`config.mk`:
```
export PLATFORM = sky130hd
export DESIGN_NAME = irq_level_arbiter
export DESIGN_NICKNAME = d
export VERILOG_FILES = /design/src/rtl/irq_arb_pkg.sv /design/src/rtl/irq_softint_reg.sv /design/src/rtl/irq_level_scan.sv /design/src/rtl/irq_level_arbiter.sv
export SDC_FILE = /design/constraint.sdc
export NUM_CORES = 1
export LEC_CHECK = 0
export BUFFER_PORTS_ARGS = -buffer_cell sky130_fd_sc_hd__clkbuf_2
export CELL_PAD_IN_SITES_DETAIL_PLACEMENT = 1
export CELL_PAD_IN_SITES_GLOBAL_PLACEMENT = 1
export CORE_UTILIZATION = 37
export CTS_CLUSTER_DIAMETER = 100
export DETAILED_ROUTE_END_ITERATION = 16
export HOLD_SLACK_MARGIN = 0.02
export PLACE_DENSITY_LB_ADDON = 0.1
export SKIP_CTS_REPAIR_TIMING = 1
export SLEW_MARGIN = 20
export SYNTH_ARGS = -nofsm -noshare
export SYNTH_HDL_FRONTEND = slang
export SYNTH_SLANG_ARGS = --single-unit
```
`constraint.sdc`:
```
create_clock -name clk -period 3.9 [get_ports clk]
set_input_delay 0.39 -clock clk [delete_from_list [all_inputs] [get_ports clk]]
set_output_delay 0.39 -clock clk [all_outputs]
set_load 0.01 [all_outputs]
```
`src/rtl/irq_arb_pkg.sv`:
```
package irq_arb_pkg;

    typedef enum logic [1:0] {
        ARB_IDLE = 2'd0,
        ARB_EXT  = 2'd1,
        ARB_VEC  = 2'd2
    } arb_state_e;

    typedef enum logic [1:0] {
        SW_NOP = 2'd0,
        SW_OR  = 2'd1,
        SW_AND = 2'd2,
        SW_PUT = 2'd3
    } sw_op_e;

endpackage

```
`src/rtl/irq_softint_reg.sv`:
```
module irq_softint_reg #(
    parameter int SW_W = 17
) (
    input  logic            clk,
    input  logic            rst_n,
    input  logic            set_i,
    input  logic            clr_i,
    input  logic            wr_i,
    input  logic [SW_W-1:0] data_i,
    output logic [SW_W-1:0] sw_o
);
    import irq_arb_pkg::*;

    logic [SW_W-1:0] sw_q;
    logic [SW_W-1:0] sw_d;
    sw_op_e          op;

    // Dominant operation: overwrite, else combined OR / AND-NOT.
    always_comb begin
        if (wr_i)
            op = SW_PUT;
        else if (clr_i)
            op = SW_AND;
        else if (set_i)
            op = SW_OR;
        else
            op = SW_NOP;
    end

    always_comb begin
        unique case (op)
            SW_PUT:  sw_d = data_i;
            SW_AND:  sw_d = (sw_q | (set_i ? data_i : '0)) & ~data_i;
            SW_OR:   sw_d = sw_q | data_i;
            default: sw_d = sw_q;
        endcase
    end

    always_ff @(posedge clk) begin
        if (!rst_n)
            sw_q <= '0;
        else
            sw_q <= sw_d;
    end

    assign sw_o = sw_q;

    // an overwrite lands exactly on the next edge
    p_overwrite_r9: assert property (@(posedge clk) disable iff (!rst_n)
        wr_i |=> sw_q == $past(data_i));

    // a clear strobe leaves no cleared bit standing
    p_clear_wins_r9: assert property (@(posedge clk) disable iff (!rst_n)
        (clr_i && !wr_i) |=> (sw_q & $past(data_i)) == '0);

endmodule

```
`src/rtl/irq_level_scan.sv`:
```
module irq_level_scan #(
    parameter int NLVL      = 16,
    parameter int SW_W      = NLVL + 1,
    parameter int TIMER_LVL = 14,
    localparam int LVL_W    = $clog2(NLVL)
) (
    input  logic [NLVL-1:0]  ext_i,
    input  logic [SW_W-1:0]  sw_i,
    input  logic [LVL_W-1:0] thresh_i,
    output logic [NLVL-1:0]  eff_o,
    output logic             eligible_o,
    output logic [LVL_W-1:0] cand_o
);
    logic            timer_hit;
    logic [NLVL-1:0] sw_lvl;
    logic [NLVL:0]   limit;

    // Timer flags occupy bit 0 and the top bit; both are kept out of the
    // level vector and instead raise the timer level.
    assign timer_hit = sw_i[0] | sw_i[SW_W-1];

    genvar g;
    generate
        for (g = 0; g < NLVL; g++) begin : g_mask
            if (g == 0) begin : g_tmr
                assign sw_lvl[g] = 1'b0;
            end else if (g == TIMER_LVL) begin : g_tlvl
                assign sw_lvl[g] = sw_i[g] | timer_hit;
            end else begin : g_pass
                assign sw_lvl[g] = sw_i[g];
            end
        end
    endgenerate

    assign eff_o      = ext_i | sw_lvl;
    assign limit      = (NLVL+1)'(2) << thresh_i;
    assign eligible_o = {1'b0, eff_o} >= limit;

    // Highest set level above the threshold; later iterations override.
    always_comb begin
        cand_o = '0;
        for (int i = 1; i < NLVL; i++) begin
            if (eff_o[i] && ((LVL_W+1)'(i) > {1'b0, thresh_i}))
                cand_o = LVL_W'(i);
        end
    end

endmodule

```
`src/rtl/irq_level_arbiter.sv`:
```
module irq_level_arbiter #(
    parameter int            NLVL      = 16,
    parameter int            TT_W      = 9,
    parameter int            TL_W      = 3,
    parameter int            TIMER_LVL = 14,
    parameter logic [8:0]    EXT_BASE  = 9'h040,
    parameter logic [8:0]    VEC_TYPE  = 9'h060,
    localparam int           LVL_W     = $clog2(NLVL),
    localparam int           SW_W      = NLVL + 1
) (
    input  logic             clk,
    input  logic             rst_n,
    input  logic [15:0]      ext_level_i,
    input  logic [3:0]       thresh_i,
    input  logic             irq_en_i,
    input  logic             vec_pend_i,
    input  logic [2:0]       trap_lvl_i,
    input  logic [8:0]       trap_type_i,
    input  logic             sw_set_i,
    input  logic             sw_clr_i,
    input  logic             sw_wr_i,
    input  logic [16:0]      sw_data_i,
    output logic             irq_req_o,
    output logic [8:0]       irq_type_o
);
    import irq_arb_pkg::*;

    logic [SW_W-1:0]  sw;
    logic [NLVL-1:0]  eff;
    logic             eligible;
    logic [LVL_W-1:0] cand_lvl;
    logic [TT_W-1:0]  cand_type;
    logic             in_ext_trap;
    logic             suppress;

    arb_state_e       state_q, state_d;
    logic [TT_W-1:0]  type_q, type_d;

    irq_softint_reg #(.SW_W(SW_W)) i_sw (
        .clk    (clk),
        .rst_n  (rst_n),
        .set_i  (sw_set_i),
        .clr_i  (sw_clr_i),
        .wr_i   (sw_wr_i),
        .data_i (sw_data_i),
        .sw_o   (sw)
    );

    irq_level_scan #(.NLVL(NLVL), .SW_W(SW_W), .TIMER_LVL(TIMER_LVL)) i_scan (
        .ext_i      (ext_level_i),
        .sw_i       (sw),
        .thresh_i   (thresh_i),
        .eff_o      (eff),
        .eligible_o (eligible),
        .cand_o     (cand_lvl)
    );

    assign cand_type   = EXT_BASE | TT_W'(cand_lvl);
    assign in_ext_trap = (trap_lvl_i != '0) &&
                         (trap_type_i[TT_W-1:LVL_W] == EXT_BASE[TT_W-1:LVL_W]);
    assign suppress    = in_ext_trap && (trap_type_i > cand_type);

    // Next-state: to_vec, withdraw, hold, grant in priority order.
    always_comb begin
        state_d = state_q;
        type_d  = type_q;
        if (vec_pend_i) begin
            state_d = ARB_VEC;
            type_d  = VEC_TYPE;
        end else if (!eligible || !irq_en_i) begin
            state_d = ARB_IDLE;
            type_d  = '0;
        end else if (!suppress) begin
            state_d = ARB_EXT;
            type_d  = cand_type;
        end
    end

    always_ff @(posedge clk) begin
        if (!rst_n) begin
            state_q <= ARB_IDLE;
            type_q  <= '0;
        end else begin
            state_q <= state_d;
            type_q  <= type_d;
        end
    end

    // Output decode from the state register.
    always_comb begin
        unique case (state_q)
            ARB_EXT, ARB_VEC: irq_req_o = 1'b1;
            default:          irq_req_o = 1'b0;
        endcase
        irq_type_o = type_q;
    end

    // a vector request always wins on the next edge
    p_vec_prio_r4: assert property (@(posedge clk) disable iff (!rst_n)
        vec_pend_i |=> (irq_req_o && irq_type_o == VEC_TYPE));

    // nothing above the threshold clears the outputs
    p_below_thresh_r5: assert property (@(posedge clk) disable iff (!rst_n)
        (!vec_pend_i && !eligible) |=> (!irq_req_o && irq_type_o == '0));

    // disabled interrupts clear the outputs
    p_disabled_r8: assert property (@(posedge clk) disable iff (!rst_n)
        (!vec_pend_i && !irq_en_i) |=> (!irq_req_o && irq_type_o == '0));

    // a request never carries a zero type or level 0
    p_type_nonzero_r6: assert property (@(posedge clk) disable iff (!rst_n)
        irq_req_o |-> (irq_type_o != '0 && irq_type_o != EXT_BASE));

    // a timer flag with a low threshold grants level 14 or above
    p_timer_lvl_r3: assert property (@(posedge clk) disable iff (!rst_n)
        ((sw[0] || sw[SW_W-1]) && irq_en_i && !vec_pend_i &&
         trap_lvl_i == '0 && thresh_i < 4'(TIMER_LVL))
        |=> (irq_req_o && irq_type_o[LVL_W-1:0] >= LVL_W'(TIMER_LVL)));

    // a suppressed candidate keeps the outputs steady
    p_hold_r7: assert property (@(posedge clk) disable iff (!rst_n)
        (!vec_pend_i && eligible && irq_en_i && suppress)
        |=> ($stable(irq_type_o) && $stable(irq_req_o)));

endmodule

```
# Word-level counts from Yosys, hierarchy flattened
# Cells that the tools add are included.
[classes]
n_lt_le_gt_ge = 17
n_eq_ne = 7
shift = 1
muxes = 27
bitwise = 8
n_reduce_logical = 24
[ops]
columns = ["cell", "count"]
rows = [
  ["17-bit case mux with 3 select lines", 1],
  ["17-bit OR", 2],
  ["4-bit > comparator (first input constant)", 8],
  ["4-bit two-way mux", 8],
  ["7-bit two-way mux", 3],
  ["17-bit AND", 1],
  ["16-bit by 17-bit >= comparator with 1-bit output", 1],
  ["1-bit logical AND", 17],
  ["17-bit two-way mux", 1],
  ["17-bit NOT", 1],
  ["2-bit by 4-bit left shift with 17-bit output (first input constant)", 1],
  ["3-bit by 4-bit > comparator with 1-bit output (first input constant)", 4],
  ["16-bit OR", 1],
  ["2-bit two-way mux", 7],
  ["3-bit two-way mux", 4],
  ["9-bit by 7-bit > comparator with 1-bit output", 1],
  ["2-bit by 4-bit > comparator with 1-bit output (first input constant)", 2],
  ["2-bit equality test (second input constant)", 3],
  ["3-bit nonzero test", 2],
  ["5-bit by 3-bit equality test with 1-bit output (second input constant)", 1],
  ["2-bit by 1-bit equality test with 1-bit output (second input constant)", 2],
  ["1-bit by 4-bit > comparator with 1-bit output (first input constant)", 1],
  ["1-bit two-way mux", 3],
  ["3-bit by 2-bit != test with 1-bit output (second input constant)", 1],
  ["6 further kinds", 8],
]
[totals]
register_bits = 25
in_bits = 56
out_inout_bits = 10
elab_cells = 89

# Depth between registers and ports, before layout
# Gate-level depths: netlist of run 1.
[logic_depth]
ltp_word = 24
ltp_mapped = 14
ltp_nobuf = 13

# Modules after synthesis
# From an unflattened synthesis of run 1, not the netlist that was laid out.
[unflattened]
cells_unflattened = 308
area_unflattened_um2 = 2421.1
[modules_own_cells]
columns = ["mod", "instances", "cells_per_inst", "area_each_um2", "seq_area_each_um2"]
rows = [
  ["irq_softint_reg", 1, 122, 1077.3, 340.3],
  ["irq_level_scan", 1, 135, 890.9, 0.0],
  ["irq_level_arbiter", 1, 51, 452.9, 140.1],
]

# Least setup slack after synthesis of run 1
# OpenSTA, ideal clock, no wires.
[synth_path]
kind = "in2reg"
start = "input thresh_i[2]"
end = "register type_q[3] (netlist: irq_type_o[3])"
setup_time_ns = 0.112
arrival_time_ns = 2.739
required_time_ns = 3.788
path_slack_ns = 1.049
cell_stages = 11
n_path_buf = 1
cell_sequence = "buf_4 -> or4_4 -> a211oi_2 -> o211ai_1 -> nor2b_1 -> ha_1 -> nand2_1 -> o32ai_1 -> nor4_1 -> nand2_1 -> a2111oi_1"
[synth_via]
elab_chain_cells = 19
word_cells_on_any_way = 52
classes_between = "17 x order compare; 1 x shift; 15 x mux; 19 x reduce/logical"
[synth_rtl]
columns = ["element", "line", "rtl"]
rows = [
  ["start: declaration", "irq_level_arbiter.sv:14", "input logic [3:0] thresh_i,"],
  ["1-bit by 4-bit > comparator with 1-bit output", "irq_level_scan.sv:43", "if (eff_o[i] && ((LVL_W+1)'(i) > {1'b0, thresh_i}))"],
  ["1-bit logical AND", "irq_level_scan.sv:43", ""],
  ["1-bit two-way mux", "irq_level_scan.sv:43", ""],
  ["2-bit two-way mux (2 in a row)", "irq_level_scan.sv:43", ""],
  ["3-bit two-way mux (4 in a row)", "irq_level_scan.sv:43", ""],
  ["4-bit two-way mux (8 in a row)", "irq_level_scan.sv:43", ""],
  ["9-bit by 7-bit > comparator with 1-bit output", "irq_level_arbiter.sv:61", "assign suppress = in_ext_trap && (trap_type_i > cand_type);"],
  ["1-bit logical AND", "irq_level_arbiter.sv:61", ""],
  ["end signal: assignment", "irq_level_arbiter.sv:85", "type_q <= type_d;"],
  ["end: declaration", "irq_level_arbiter.sv:37", "logic [TT_W-1:0] type_q, type_d;"],
]
# Several ways; a longest one is shown, not always the timed one.
# A chain may end at the register's enable or synchronous reset.

# Worst setup path in the final report of run 1
[layout_path]
start = "input thresh_i[3]"
end = "register type_q[3] (netlist: irq_type_o[3])"
# The elaborated chain is that of the path after synthesis.

==> qor.csv, run 1 <==
stage;metric;value;unit
placement;placed standard-cell area;2586;um2
grt;antenna violations before repair;0;
worst_setup_path;number of cells traversed by the worst register-to-register path;10;
timing;final critical delay including setup and external delays;3.164;ns
power;areal power density over the cells;283.2;nW/um2
synth;synthesized-area fraction occupied by ao, oa, aoi and oai cells;32.16;%
cts;Clk Tree Root Cell;sky130_fd_sc_hd__clkbuf_8;
timing;final count of negative-setup-slack endpoints;0;
synth;largest family of logic cells by synthesized area;compound AO/OA/AOI/OAI gates;
worst_setup_path;worst-path fanout max;25;
worst_setup_path;cell breakdown of the critical path;clkbuf_2 -> and4_1 -> o22ai_1 -> a211o_1 -> and4b_1 -> ha_1 -> nand2_1 -> o32ai_1 -> nor4_1 -> nand2_1 -> a2111oi_1;
routing;routed vias/inst;5.446;
timing;worst-case clock skew;0.007090;ns
synth;sequential share of the synthesized area;20.79;%
synth;Adder-Cell Fraction of Synth Area;11.91;%
cts;number of clock buffers inserted by TritonCTS;3;
routing;vias after detailed routing;2407;
hold_path;Worst Hold Depth;2;
worst_setup_path;highest-delay cell along the critical path;sky130_fd_sc_hd__a2111oi_1;
layout;area of the multi-input gates;1597;um2
synth;fraction of synthesized area in multiplexers;0;%
grt;via count of the first global-routing pass;2273;
worst_setup_path;Reg2Reg Launch Point;i_sw.sw_o[14];
layout;layout cell share with drive strength beyond 1;25.61;%
synth;Post-synth EDFFs;0;
worst_setup_path;RR Endpoint;irq_type_o[3];
layout;fin area;2660;um2
placement;Setup Slack @ Placement;0.4079;ns
grt;met2 track demand over resource;35.80;%
routing;post-DR wirelength/cell;14.27;um
synth;synthesized netlist cell count;326;
worst_setup_path;Register-to-Register Setup Slack;0.81;ns
floorplan;Die Outline Area;6566;um2
grt;global-route wire length before repair;10270;um
synth;post-synth design cell area;2311;um2
routing;number of optimization iterations in the first detailed-route pass;4;
floorplan;Die Span X;81.03;um
synth;library cells used by synthesis;52;
synth;fraction of registers with async set or reset after synthesis;0;%
grt;total congestion overflow after global routing;0;
synth;Synth warnings;0;
cts;clock tree from TritonCTS;built;
grt;layer with the highest usage;met2;
worst_setup_path;endpoint arrival time on the critical path;3.33;ns
layout;Layout Nets;446;
routing;DR DRC count;0;
worst_setup_path;Critical Setup Path Class;in -> reg;
grt;gr usage total;20.07;%
floorplan;Die H;81.03;um
layout;Non-Filler Instances;442;
synth;per-instance average area after synthesis;7.089;um2
placement;half-perimeter wire length of the detailed placement result;5170;um
placement;count of port buffers added during placement;61;
grt;met1 global-route usage;26.27;%
timing;final sum of negative setup slack;0;ns
synth;leading area contributor after synthesis;sky130_fd_sc_hd__dfxtp_1;
worst_setup_path;longest individual stage delay on the worst path;0.43;ns
layout;fillcell total;812;
grt;met3 track demand over resource in global routing;1.685;%
floorplan;Core Area;5956;um2
grt;maximum number of pins on one net before global-route repair;35;
floorplan;effective utilization at floorplan;38.80;%
synth;post-synthesis sequential element count;24;
cts;CTS H-tree lvls;1;
routing;Routed Wire Length;6308;um
worst_setup_path;sort of element at the start of the critical path;input pin;
hold_path;endpoint of the worst hold-timing path;irq_type_o[3];
floorplan;number of primary I/O pins;66;
power;Max IR drop VDD;0.0001387;V
timing;Max Fclk;316.1;MHz
routing;violation count after the first detailed-route iteration;102;
cts;maximum root-to-sink buffer count;2;
hold_path;HP Start;vec_pend_i;
timing;Relative slew margins;56.45;%
hold_path;kind of path behind the tightest hold check;in -> reg;
floorplan;number of rows created at floorplan;28;
synth;simple-gate area share of the yosys netlist;24.04;%
cts;clk sink count;24;
timing;worst-margin pin slew;0.6532;ns
power;static leakage power;0.001291;uW
timing;Hold Fails Final Rpt;0;
run_status;run status;completed;
synth;fraction of synthesized cell area taken by the top area cell type;20.79;%
routing;remaining antenna violation count after routing;0;
placement;cell total after placement;438;
timing;total count of max-transition violations in the final report;0;
layout;growth of design area from synthesis to finish;15.11;%
synth;leading cell types by total area after synthesis;sky130_fd_sc_hd__dfxtp_1 (21%), sky130_fd_sc_hd__ha_1 (12%), sky130_fd_sc_hd__a21oi_1 (9.3%);
placement;routability congestion estimate;0.8619;
timing;period utilisation layout;81.12;%
worst_setup_path;CP dominant cell by count;sky130_fd_sc_hd__nand2_1;
synth;xor and xnor fraction of the mapped netlist area;0.3790;%
worst_setup_path;category of the worst setup path capture point;register;
cts;clock-pin slew on the worst setup and hold paths;0.09;ns
timing;unrepaired setup endpoints after global routing;false;
job;max_cap viols;0;
worst_setup_path;required time of the worst setup path;4.07;ns
cts;clock latency at the later pin of the worst-skew pair;0.27;ns
synth;most instantiated flip-flop cell in the synthesis netlist;sky130_fd_sc_hd__dfxtp_1;
layout;Ant. Diodes;0;
layout;Sequential cell area;480.5;um2
timing;worst setup margin;0.7363;ns
==> report_power, final <==
part           internal (uW)  switching (uW)  leakage, uW  total [uW]
combinational            111             145      0.00106         257
clock                    137            83.3    0.0000357         221
sequential               264            11.9     0.000197         276
total                    513             241      0.00129         753
==> critical path, delay by kind of cell <==
kind | cells | cell delay (ns)
AOI/OAI and AO/OA | 4 | 0.97
adders and majority gates | 1 | 0.26
buffers and inverters | 1 | 0.38
and+or+nand+nor | 5 | 1.33
==> cells in the final DEF (no fill, tap or decap), drive strengths merged, types with 2 or more instances in the layout <==
cell,synthesis,routed
conb,1,3
nor2,53,53
dfxtp,24,24
inv,30,30
o211ai,2,2
and3,2,2
nand3,7,7
nand4,3,3
o21a,4,4
o21bai,3,3
o21ai,8,8
a21o,2,2
o211a,3,3
nor4,2,2
a2111oi,3,3
a2bb2oi,2,2
nor2b,6,6
nand2,26,26
o31ai,4,4
o221a,17,17
ha,22,22
or2,9,9
nor3,4,4
o32ai,2,2
a21oi,43,43
a211oi,4,4
clkbuf,15,64
==> cell type report <==
type,instances,area share [%]
Timing Repair Buffer,61,11.48
Tap cell,75,3.528
Multi-Input combinational cell,248,60.02
Clock inverter,1,1.129
Clock buffer,3,1.552
Inverter,30,4.233
Sequential cell,24,18.06
==> metal layers <==
metal / wire length [um] / part of all wire, %
met1: 2939 / 47
met2: 3192 / 51
met3: 176 / 2.8
met4: 0 / 0
met5: 0 / 0
==> logic make-up (layout without fill, tap and decap cells) <==
kind of cell | Yosys count | after routing
AO/OA/AOI/OAI | 103 | 103
XOR/XNOR | 1 | 1
adder cells (fa/ha/maj) | 22 | 22
buffers and inverters | 56 | 95
flip-flops | 24 | 24
other | 1 | 3
AND/OR/NAND/NOR | 119 | 119
==> state kept, by name (all words and copies together), names as in the netlist <==
register	cells
i_sw.sw_o	17
irq_type_o	6
state_q	1
==> worst max path at each step <==
| stage | end | from | slack, ns | cells past startpoint |
|---|---|---|---|---|
| floorplan | irq_type_o[3] | thresh_i[2] | 1.05 | 11 |
| global placement | irq_type_o[3] | thresh_i[3] | 0.56 | 11 |
| detailed placement | irq_type_o[3] | thresh_i[3] | 0.41 | 11 |
| CTS | irq_type_o[3] | thresh_i[3] | 0.69 | 11 |
| global route | irq_type_o[3] | thresh_i[3] | 0.47 | 12 |
| finish | irq_type_o[3] | thresh_i[3] | 0.74 | 11 |
==> Yosys cell counts, types with 2 or more instances <==
cell / instances
sky130_fd_sc_hd__o21ai_1: 4
sky130_fd_sc_hd__o21ai_0: 4
sky130_fd_sc_hd__ha_1: 22
sky130_fd_sc_hd__a2111oi_0: 2
sky130_fd_sc_hd__a211oi_1: 3
sky130_fd_sc_hd__nand4_1: 3
sky130_fd_sc_hd__dfxtp_1: 24
sky130_fd_sc_hd__buf_4: 6
sky130_fd_sc_hd__nor2_1: 52
sky130_fd_sc_hd__or2_2: 6
sky130_fd_sc_hd__o221a_2: 17
sky130_fd_sc_hd__nor2b_1: 6
sky130_fd_sc_hd__and3_1: 2
sky130_fd_sc_hd__o211ai_1: 2
sky130_fd_sc_hd__a2bb2oi_1: 2
sky130_fd_sc_hd__o21bai_1: 3
sky130_fd_sc_hd__clkbuf_1: 15
sky130_fd_sc_hd__o21a_1: 4
sky130_fd_sc_hd__o211a_1: 3
sky130_fd_sc_hd__a21o_1: 2
sky130_fd_sc_hd__a21oi_1: 43
sky130_fd_sc_hd__o31ai_1: 4
sky130_fd_sc_hd__nor3_1: 4
sky130_fd_sc_hd__buf_2: 3
sky130_fd_sc_hd__o32ai_1: 2
sky130_fd_sc_hd__nand3_1: 7
sky130_fd_sc_hd__nand2_1: 26
sky130_fd_sc_hd__or2_1: 2
sky130_fd_sc_hd__inv_1: 30
==> stage by stage <==
| stage | hold slack (ns) | power [uW] | util [%] |
|---|---|---|---|
| 6_report | 0.3088 | 753.3 | 44.66 |
| 2_1_floorplan | 0.4604 | 464.3 | - |
| 4_1_cts | 0.3081 | 762.7 | 44.62 |
| 3_3_place_gp | 0.4824 | 532.5 | 43.42 |
| 5_1_grt | 0.3138 | 810.2 | 44.66 |
| 3_5_place_dp | 0.4846 | 541.2 | 43.42 |
Note: power is estimated with default switching activity, not from simulation.
==> inputs of run 2 (changes only) <==
==> constraint.sdc (replaced) <==
create_clock -name clk -period 3.1 [get_ports clk]
set_input_delay 0.31 -clock clk [delete_from_list [all_inputs] [get_ports clk]]
set_output_delay 0.31 -clock clk [all_outputs]
set_load 0.01 [all_outputs]
==> run 2 against run 1 <==
Critical endpoint unchanged. Highest routed layer is now met4. Die area did not move. Cell count rose by 1.8%. Sequential power rose by 26%. Wire length rose by 9.0%. Core utilization rose by 1.4 points.
==> qor.csv, run 2 (synthesized netlist as in run 1, its figures left out) <==
stage;metric;value;unit;change
run_status;run status;completed;;
worst_setup_path;worst-path fanout max;3;;-88%
layout;Layout Nets;454;;+1.8%
grt;maximum number of pins on one net before global-route repair;35;;unchanged
cts;CTS H-tree lvls;1;;unchanged
worst_setup_path;Critical Setup Path Class;reg -> reg;;
worst_setup_path;category of the worst setup path capture point;register;;
routing;number of optimization iterations in the first detailed-route pass;4;;unchanged
grt;global-route wire length before repair;10830;um;+5.4%
job;max_cap viols;0;;unchanged
placement;half-perimeter wire length of the detailed placement result;5460;um;+5.6%
cts;Clk Tree Root Cell;sky130_fd_sc_hd__clkbuf_8;;
cts;maximum root-to-sink buffer count;2;;unchanged
cts;clock tree from TritonCTS;built;;
routing;DR DRC count;0;;unchanged
floorplan;effective utilization at floorplan;38.80;%;unchanged
floorplan;number of rows created at floorplan;28;;unchanged
grt;via count of the first global-routing pass;2306;;+1.5%
layout;Ant. Diodes;0;;unchanged
floorplan;Die H;81.03;um;unchanged
layout;most common library cell in the layout ignoring fill and taps;sky130_fd_sc_hd__clkbuf_2;;
placement;routability congestion estimate;0.8164;;-5.3%
timing;worst-margin pin slew;0.9892;ns;+0.3360 ns
floorplan;Core Area;5956;um2;unchanged
power;areal power density over the cells;355.1;nW/um2;+25%
timing;final critical delay including setup and external delays;2.830;ns;
routing;remaining antenna violation count after routing;0;;unchanged
routing;Routed Wire Length;6877;um;+9.0%
timing;period utilisation layout;91.28;%;
timing;total count of max-transition violations in the final report;0;;unchanged
routing;post-DR wirelength/cell;15.28;um;+7.1%
cts;clock latency at the later pin of the worst-skew pair;0.27;ns;about the same
placement;count of port buffers added during placement;61;;unchanged
timing;final sum of negative setup slack;0;ns;unchanged
routing;routed vias/inst;5.547;;+1.9%
routing;vias after detailed routing;2496;;+3.7%
hold_path;Worst Hold Depth;2;;unchanged
timing;worst-case clock skew;0.003641;ns;-0.003449 ns
worst_setup_path;number of cells traversed by the worst register-to-register path;13;;+3
grt;gr usage total;21.55;%;+1.5 points
worst_setup_path;sort of element at the start of the critical path;register;;
timing;unrepaired setup endpoints after global routing;false;;
grt;antenna violations before repair;0;;unchanged
worst_setup_path;required time of the worst setup path;3.27;ns;-0.80 ns
hold_path;kind of path behind the tightest hold check;in -> reg;;
power;static leakage power;0.001335;uW;+3.4%
timing;Hold Fails Final Rpt;0;;unchanged
floorplan;Die Span X;81.03;um;unchanged
power;Max IR drop VDD;0.0002152;V;+55%
routing;violation count after the first detailed-route iteration;87;;-15%
cts;clk sink count;24;;unchanged
layout;layout cell share with drive strength beyond 1;27.73;%;+2.1 points
floorplan;number of primary I/O pins;66;;unchanged
worst_setup_path;endpoint arrival time on the critical path;3.00;ns;-0.33 ns
cts;clock-pin slew on the worst setup and hold paths;0.09;ns;about the same
timing;minimum hold slack;0.2249;ns;-0.08387 ns
layout;growth of design area from synthesis to finish;18.68;%;
timing;Relative slew margins;34.05;%;-22 points
layout;most frequent cells in the layout;sky130_fd_sc_hd__clkbuf_2 (61), sky130_fd_sc_hd__nor2_1 (52), sky130_fd_sc_hd__a21oi_1 (43);;
timing;final count of negative-setup-slack endpoints;0;;unchanged
grt;total congestion overflow after global routing;0;;unchanged
layout;flip-flop count of the largest register, all copies and words added;17;;unchanged
cts;number of clock buffers inserted by TritonCTS;3;;unchanged
floorplan;Die Outline Area;6566;um2;unchanged
timing;Max Fclk;353.4;MHz;
run 2: changes by cell type in the layout (fill, tap and decap cells not counted):
cell | before | now
sky130_fd_sc_hd__ha_2 | 1 | 0
sky130_fd_sc_hd__a211oi_2 | 1 | 2
sky130_fd_sc_hd__a22oi_2 | 0 | 1
sky130_fd_sc_hd__buf_4 | 0 | 8
sky130_fd_sc_hd__nor4_1 | 1 | 0
sky130_fd_sc_hd__a211oi_1 | 3 | 2
sky130_fd_sc_hd__or2_0 | 1 | 0
sky130_fd_sc_hd__a22oi_1 | 1 | 0
sky130_fd_sc_hd__nor4_4 | 0 | 1
sky130_fd_sc_hd__ha_1 | 21 | 22
sky130_fd_sc_hd__or2_1 | 2 | 3
run 2: layer usage:
metal / vias to the layer above / wire length, um / GRT usage [%]
met3: 4 / 186 / 1.573
met2: 42 / 3517 / 40.84
li1: 1255 / - / -
met4: 0 / 44 / 4.286
met5: - / 0 / 0
met1: 1195 / 3127 / 26.34
run 2: cell type report:
class                      count  area, um2
clock buffer                   3      41.29
clock inverter                 1      30.03
fill                         798       3213
inverter                      30      112.6
multi-input combinational    248       1619
sequential                    24      480.5
tap                           75      93.84
timing repair buffer          69      365.4
run 2: path summary, 6_finish.rpt:
kind	startpoint	to	slack (ns)
min	vec_pend_i	irq_type_o[3]	0.22
max	i_sw.sw_o[14]	irq_type_o[3]	0.27
max reg2reg	i_sw.sw_o[14]	irq_type_o[3]	0.27
min reg2reg	irq_type_o[5]	irq_type_o[5]	0.50
run 2: critical path, cell delays in order, from the launching register on:
cell                        delay (ns)
sky130_fd_sc_hd__dfxtp_1          0.35
sky130_fd_sc_hd__nor4_4           0.32
sky130_fd_sc_hd__inv_1            0.16
sky130_fd_sc_hd__a211oi_2         0.27
sky130_fd_sc_hd__a2bb2oi_1        0.20
sky130_fd_sc_hd__o31ai_1          0.09
sky130_fd_sc_hd__buf_4            0.15
sky130_fd_sc_hd__nand2_1          0.08
sky130_fd_sc_hd__ha_1             0.23
sky130_fd_sc_hd__nand2_1          0.06
sky130_fd_sc_hd__o32ai_1          0.08
sky130_fd_sc_hd__nor4_2           0.19
sky130_fd_sc_hd__nand2_1          0.16
sky130_fd_sc_hd__a2111oi_1        0.39
run 2: through the flow:
| stage | util [%] | instance area [um2] | cells | worst slack, ns | power (uW) |
|---|---|---|---|---|---|
| 3_3_place_gp | 44.43 | 2646 | 446 | 0.1267 | 676.3 |
| 2_1_floorplan | - | 2318 | 328 | 0.3292 | 584.1 |
| 5_1_grt | 46.05 | 2743 | 450 | 0.02083 | 1035 |
| 3_5_place_dp | 44.43 | 2646 | 446 | 0.02672 | 691.1 |
| 4_1_cts | 45.63 | 2718 | 450 | 0.007978 | 975.6 |
| 6_report | 46.05 | 2743 | 450 | 0.2703 | 973.8 |
run 2: power breakdown:
group	internal (uW)	total (uW)	switching [uW]
logic	147	342	194
clock network	173	284	111
registers	332	349	16.6
total	653	974	321
==> inputs of run 3 (changes only) <==
--- a/config.mk
+++ b/config.mk
@@ -5,12 +5,13 @@
 export SDC_FILE = /design/constraint.sdc
 export NUM_CORES = 1
 export LEC_CHECK = 0
-export BUFFER_PORTS_ARGS = -buffer_cell sky130_fd_sc_hd__clkbuf_2
 export CELL_PAD_IN_SITES_DETAIL_PLACEMENT = 1
 export CELL_PAD_IN_SITES_GLOBAL_PLACEMENT = 1
-export CORE_UTILIZATION = 37
+export CORE_UTILIZATION = 46
+export CTS_BUF_LIST = sky130_fd_sc_hd__clkbuf_8
 export CTS_CLUSTER_DIAMETER = 100
 export DETAILED_ROUTE_END_ITERATION = 16
+export DONT_BUFFER_PORTS = 1
 export HOLD_SLACK_MARGIN = 0.02
 export PLACE_DENSITY_LB_ADDON = 0.1
 export SKIP_CTS_REPAIR_TIMING = 1
==> run 3 against run 2 <==
Via count decreased by 11%. Clock power is 2% lower. Largest power group unchanged. Clock-buffer cell count is the same. First-iteration DRC count increased by 30%. Sequential share of layout area grew 2.6 points. Combinational power is 22% lower. Die area shrank 19%. Final area shrank 13%. Critical endpoint is now irq_type_o[2]. Worst setup slack better by 0.073 ns. Global-route usage increased by 2.4 points. Fmax is 2.6% higher. Critical path depth down 2.
==> qor.csv, run 3 (synthesized netlist as in run 1, its figures left out) <==
stage;metric;value;unit;change
run_status;run status;completed;;
power;areal power density over the cells;375.9;nW/um2;+5.9%
timing;worst setup margin;0.3431;ns;+0.07286 ns
grt;via count of the first global-routing pass;2154;;-6.6%
hold_path;kind of path behind the tightest hold check;in -> reg;;
cts;clk sink count;24;;unchanged
worst_setup_path;sort of element at the start of the critical path;register;;
timing;final critical delay including setup and external delays;2.757;ns;-0.07286 ns
power;Max IR drop VDD;0.0002115;V;-1.8%
cts;clock latency at the later pin of the worst-skew pair;0.27;ns;about the same
timing;unrepaired setup endpoints after global routing;false;;
routing;remaining antenna violation count after routing;0;;unchanged
floorplan;Core Area;4786;um2;-20%
timing;final sum of negative setup slack;0;ns;unchanged
placement;count of port buffers added during placement;0;;-100%
routing;post-DR wirelength/cell;16.13;um;+5.5%
timing;worst-margin pin slew;0.9538;ns;-0.03547 ns
routing;routed vias/inst;5.894;;+6.3%
routing;DR DRC count;0;;unchanged
power;internal power of the cells;622.2;uW;-4.7%
routing;routed metal-1 wire length;2730;um;-13%
floorplan;number of primary I/O pins;66;;unchanged
grt;global-route wire length before repair;9922;um;-8.4%
routing;number of optimization iterations in the first detailed-route pass;4;;unchanged
timing;Hold Fails Final Rpt;0;;unchanged
floorplan;Die Outline Area;5311;um2;-19%
layout;growth of design area from synthesis to finish;3.303;%;
layout;flip-flop count of the largest register, all copies and words added;17;;unchanged
placement;Setup Slack @ Placement;0.1988;ns;+0.1721 ns
floorplan;number of rows created at floorplan;25;;-11%
power;relative contribution of sequential cells to total power;39.2;%;+3.4 points
worst_setup_path;endpoint arrival time on the critical path;2.93;ns;-0.07 ns
power;portion of total power attributed to the clock network;31.1;%;+2.0 points
floorplan;Die Span X;72.88;um;-10%
grt;antenna violations before repair;0;;unchanged
cts;CTS H-tree lvls;1;;unchanged
layout;Ant. Diodes;0;;unchanged
layout;Layout Nets;389;;-14%
layout;most common library cell in the layout ignoring fill and taps;sky130_fd_sc_hd__nor2_1;;
job;max_cap viols;0;;unchanged
routing;highest routing layer actually used;met4;;
worst_setup_path;Critical Setup Path Class;reg -> reg;;
placement;routability congestion estimate;0.8154;;-0.12%
grt;gr usage total;23.99;%;+2.4 points
power;switching component of the power;275.3;uW;-14%
timing;Max Fclk;362.7;MHz;+2.6%
placement;half-perimeter wire length of the detailed placement result;4854;um;-11%
floorplan;Die H;72.88;um;-10%
routing;vias after detailed routing;2222;;-11%
routing;met2 routed WL;2927;um;-17%
timing;total count of max-transition violations in the final report;0;;unchanged
cts;clock tree from TritonCTS;built;;
cts;clock-pin slew on the worst setup and hold paths;0.09;ns;about the same
worst_setup_path;Reg2Reg Launch Point;i_sw.sw_o[4];;
timing;Relative slew margins;36.42;%;+2.4 points
layout;most frequent cells in the layout;sky130_fd_sc_hd__nor2_1 (52), sky130_fd_sc_hd__a21oi_1 (43), sky130_fd_sc_hd__inv_1 (30);;
worst_setup_path;required time of the worst setup path;3.27;ns;about the same
worst_setup_path;category of the worst setup path capture point;register;;
worst_setup_path;origin of the worst setup path;i_sw.sw_o[4];;
floorplan;effective utilization at floorplan;48.29;%;+9.5 points
timing;period utilisation layout;88.93;%;-2.4 points
power;Comb pwr share;29.8;%;-5.3 points
cts;Clk Tree Root Cell;sky130_fd_sc_hd__clkbuf_8;;
layout;layout cell share with drive strength beyond 1;11.94;%;-16 points
cts;maximum root-to-sink buffer count;2;;unchanged
routing;Routed Wire Length;6081;um;-12%
worst_setup_path;worst-path fanout max;8;;+5
grt;total congestion overflow after global routing;0;;unchanged
cts;number of clock buffers inserted by TritonCTS;3;;unchanged
power;sw frac;30.67;%;-2.3 points
power;static leakage power;0.001058;uW;-21%
routing;Routed met3 length;318;um;+71%
timing;worst-case clock skew;0.005515;ns;+0.001874 ns
routing;violation count after the first detailed-route iteration;113;;+30%
hold_path;HP Start;vec_pend_i;;
timing;final count of negative-setup-slack endpoints;0;;unchanged
grt;maximum number of pins on one net before global-route repair;35;;unchanged
run 3: per-layer routing:
metal / up-vias / GRT usage [%]
met5: - / 0
met3: 10 / 5.387
met4: 0 / 7.407
met2: 41 / 41.54
li1: 1120 / -
met1: 1051 / 29.53
run 3: power by group through the flow:
stage                     Combinational, uW  Clock (uW)  Sequential, uW
final                                   267         279             351
after global routing                    306         300             354
after CTS                               268         283             351
after detailed placement                266           0             358
after global placement                  258           0             357
after floorplan                         233           0             352
run 3: cell type report:
| cell class | count | area (um2) |
|---|---|---|
| Clock buffer | 3 | 41.29 |
| Clock inverter | 1 | 30.03 |
| Fill cell | 641 | 2399 |
| Inverter | 30 | 112.6 |
| Multi-Input combinational cell | 248 | 1609 |
| Sequential cell | 24 | 480.5 |
| Tap cell | 67 | 83.83 |
| Timing Repair Buffer | 4 | 30.03 |
run 3: stage by stage:
| step | utilization [%] | hold slack, ns | cells | total power [uW] | cell area (um2) |
|---|---|---|---|---|---|
| after floorplan | - | 0.3868 | 328 | 584.1 | 2318 |
| after global placement | 48.08 | 0.3881 | 373 | 614.5 | 2301 |
| after detailed placement | 48.08 | 0.3899 | 373 | 623.7 | 2301 |
| after CTS | 49.57 | 0.09142 | 377 | 901.8 | 2372 |
| after global routing | 49.88 | 0.08450 | 377 | 960.4 | 2387 |
| final | 49.88 | 0.09591 | 377 | 897.5 | 2387 |
run 3: worst paths after layout:
path / to / slack [ns] / cells after the start
hold / removal: irq_type_o[3] / 0.1 / 1
hold reg to reg: state_q[0] / 0.50 / 1
setup / recovery: irq_type_o[2] / 0.34 / 11
setup reg to reg: irq_type_o[2] / 0.34 / 11
run 3: critical path: stages, from the launching register on:
cell and delay (ns):
sky130_fd_sc_hd__dfxtp_1 0.31, sky130_fd_sc_hd__or2_2 0.33, sky130_fd_sc_hd__nor3b_1 0.19, sky130_fd_sc_hd__or3_1 0.42, sky130_fd_sc_hd__a41oi_2 0.25, sky130_fd_sc_hd__ha_1 0.26
sky130_fd_sc_hd__nand2_1 0.08, sky130_fd_sc_hd__o32ai_1 0.09, sky130_fd_sc_hd__nor4_2 0.19, sky130_fd_sc_hd__nand2_1 0.14, sky130_fd_sc_hd__buf_4 0.18, sky130_fd_sc_hd__o211a_1 0.21
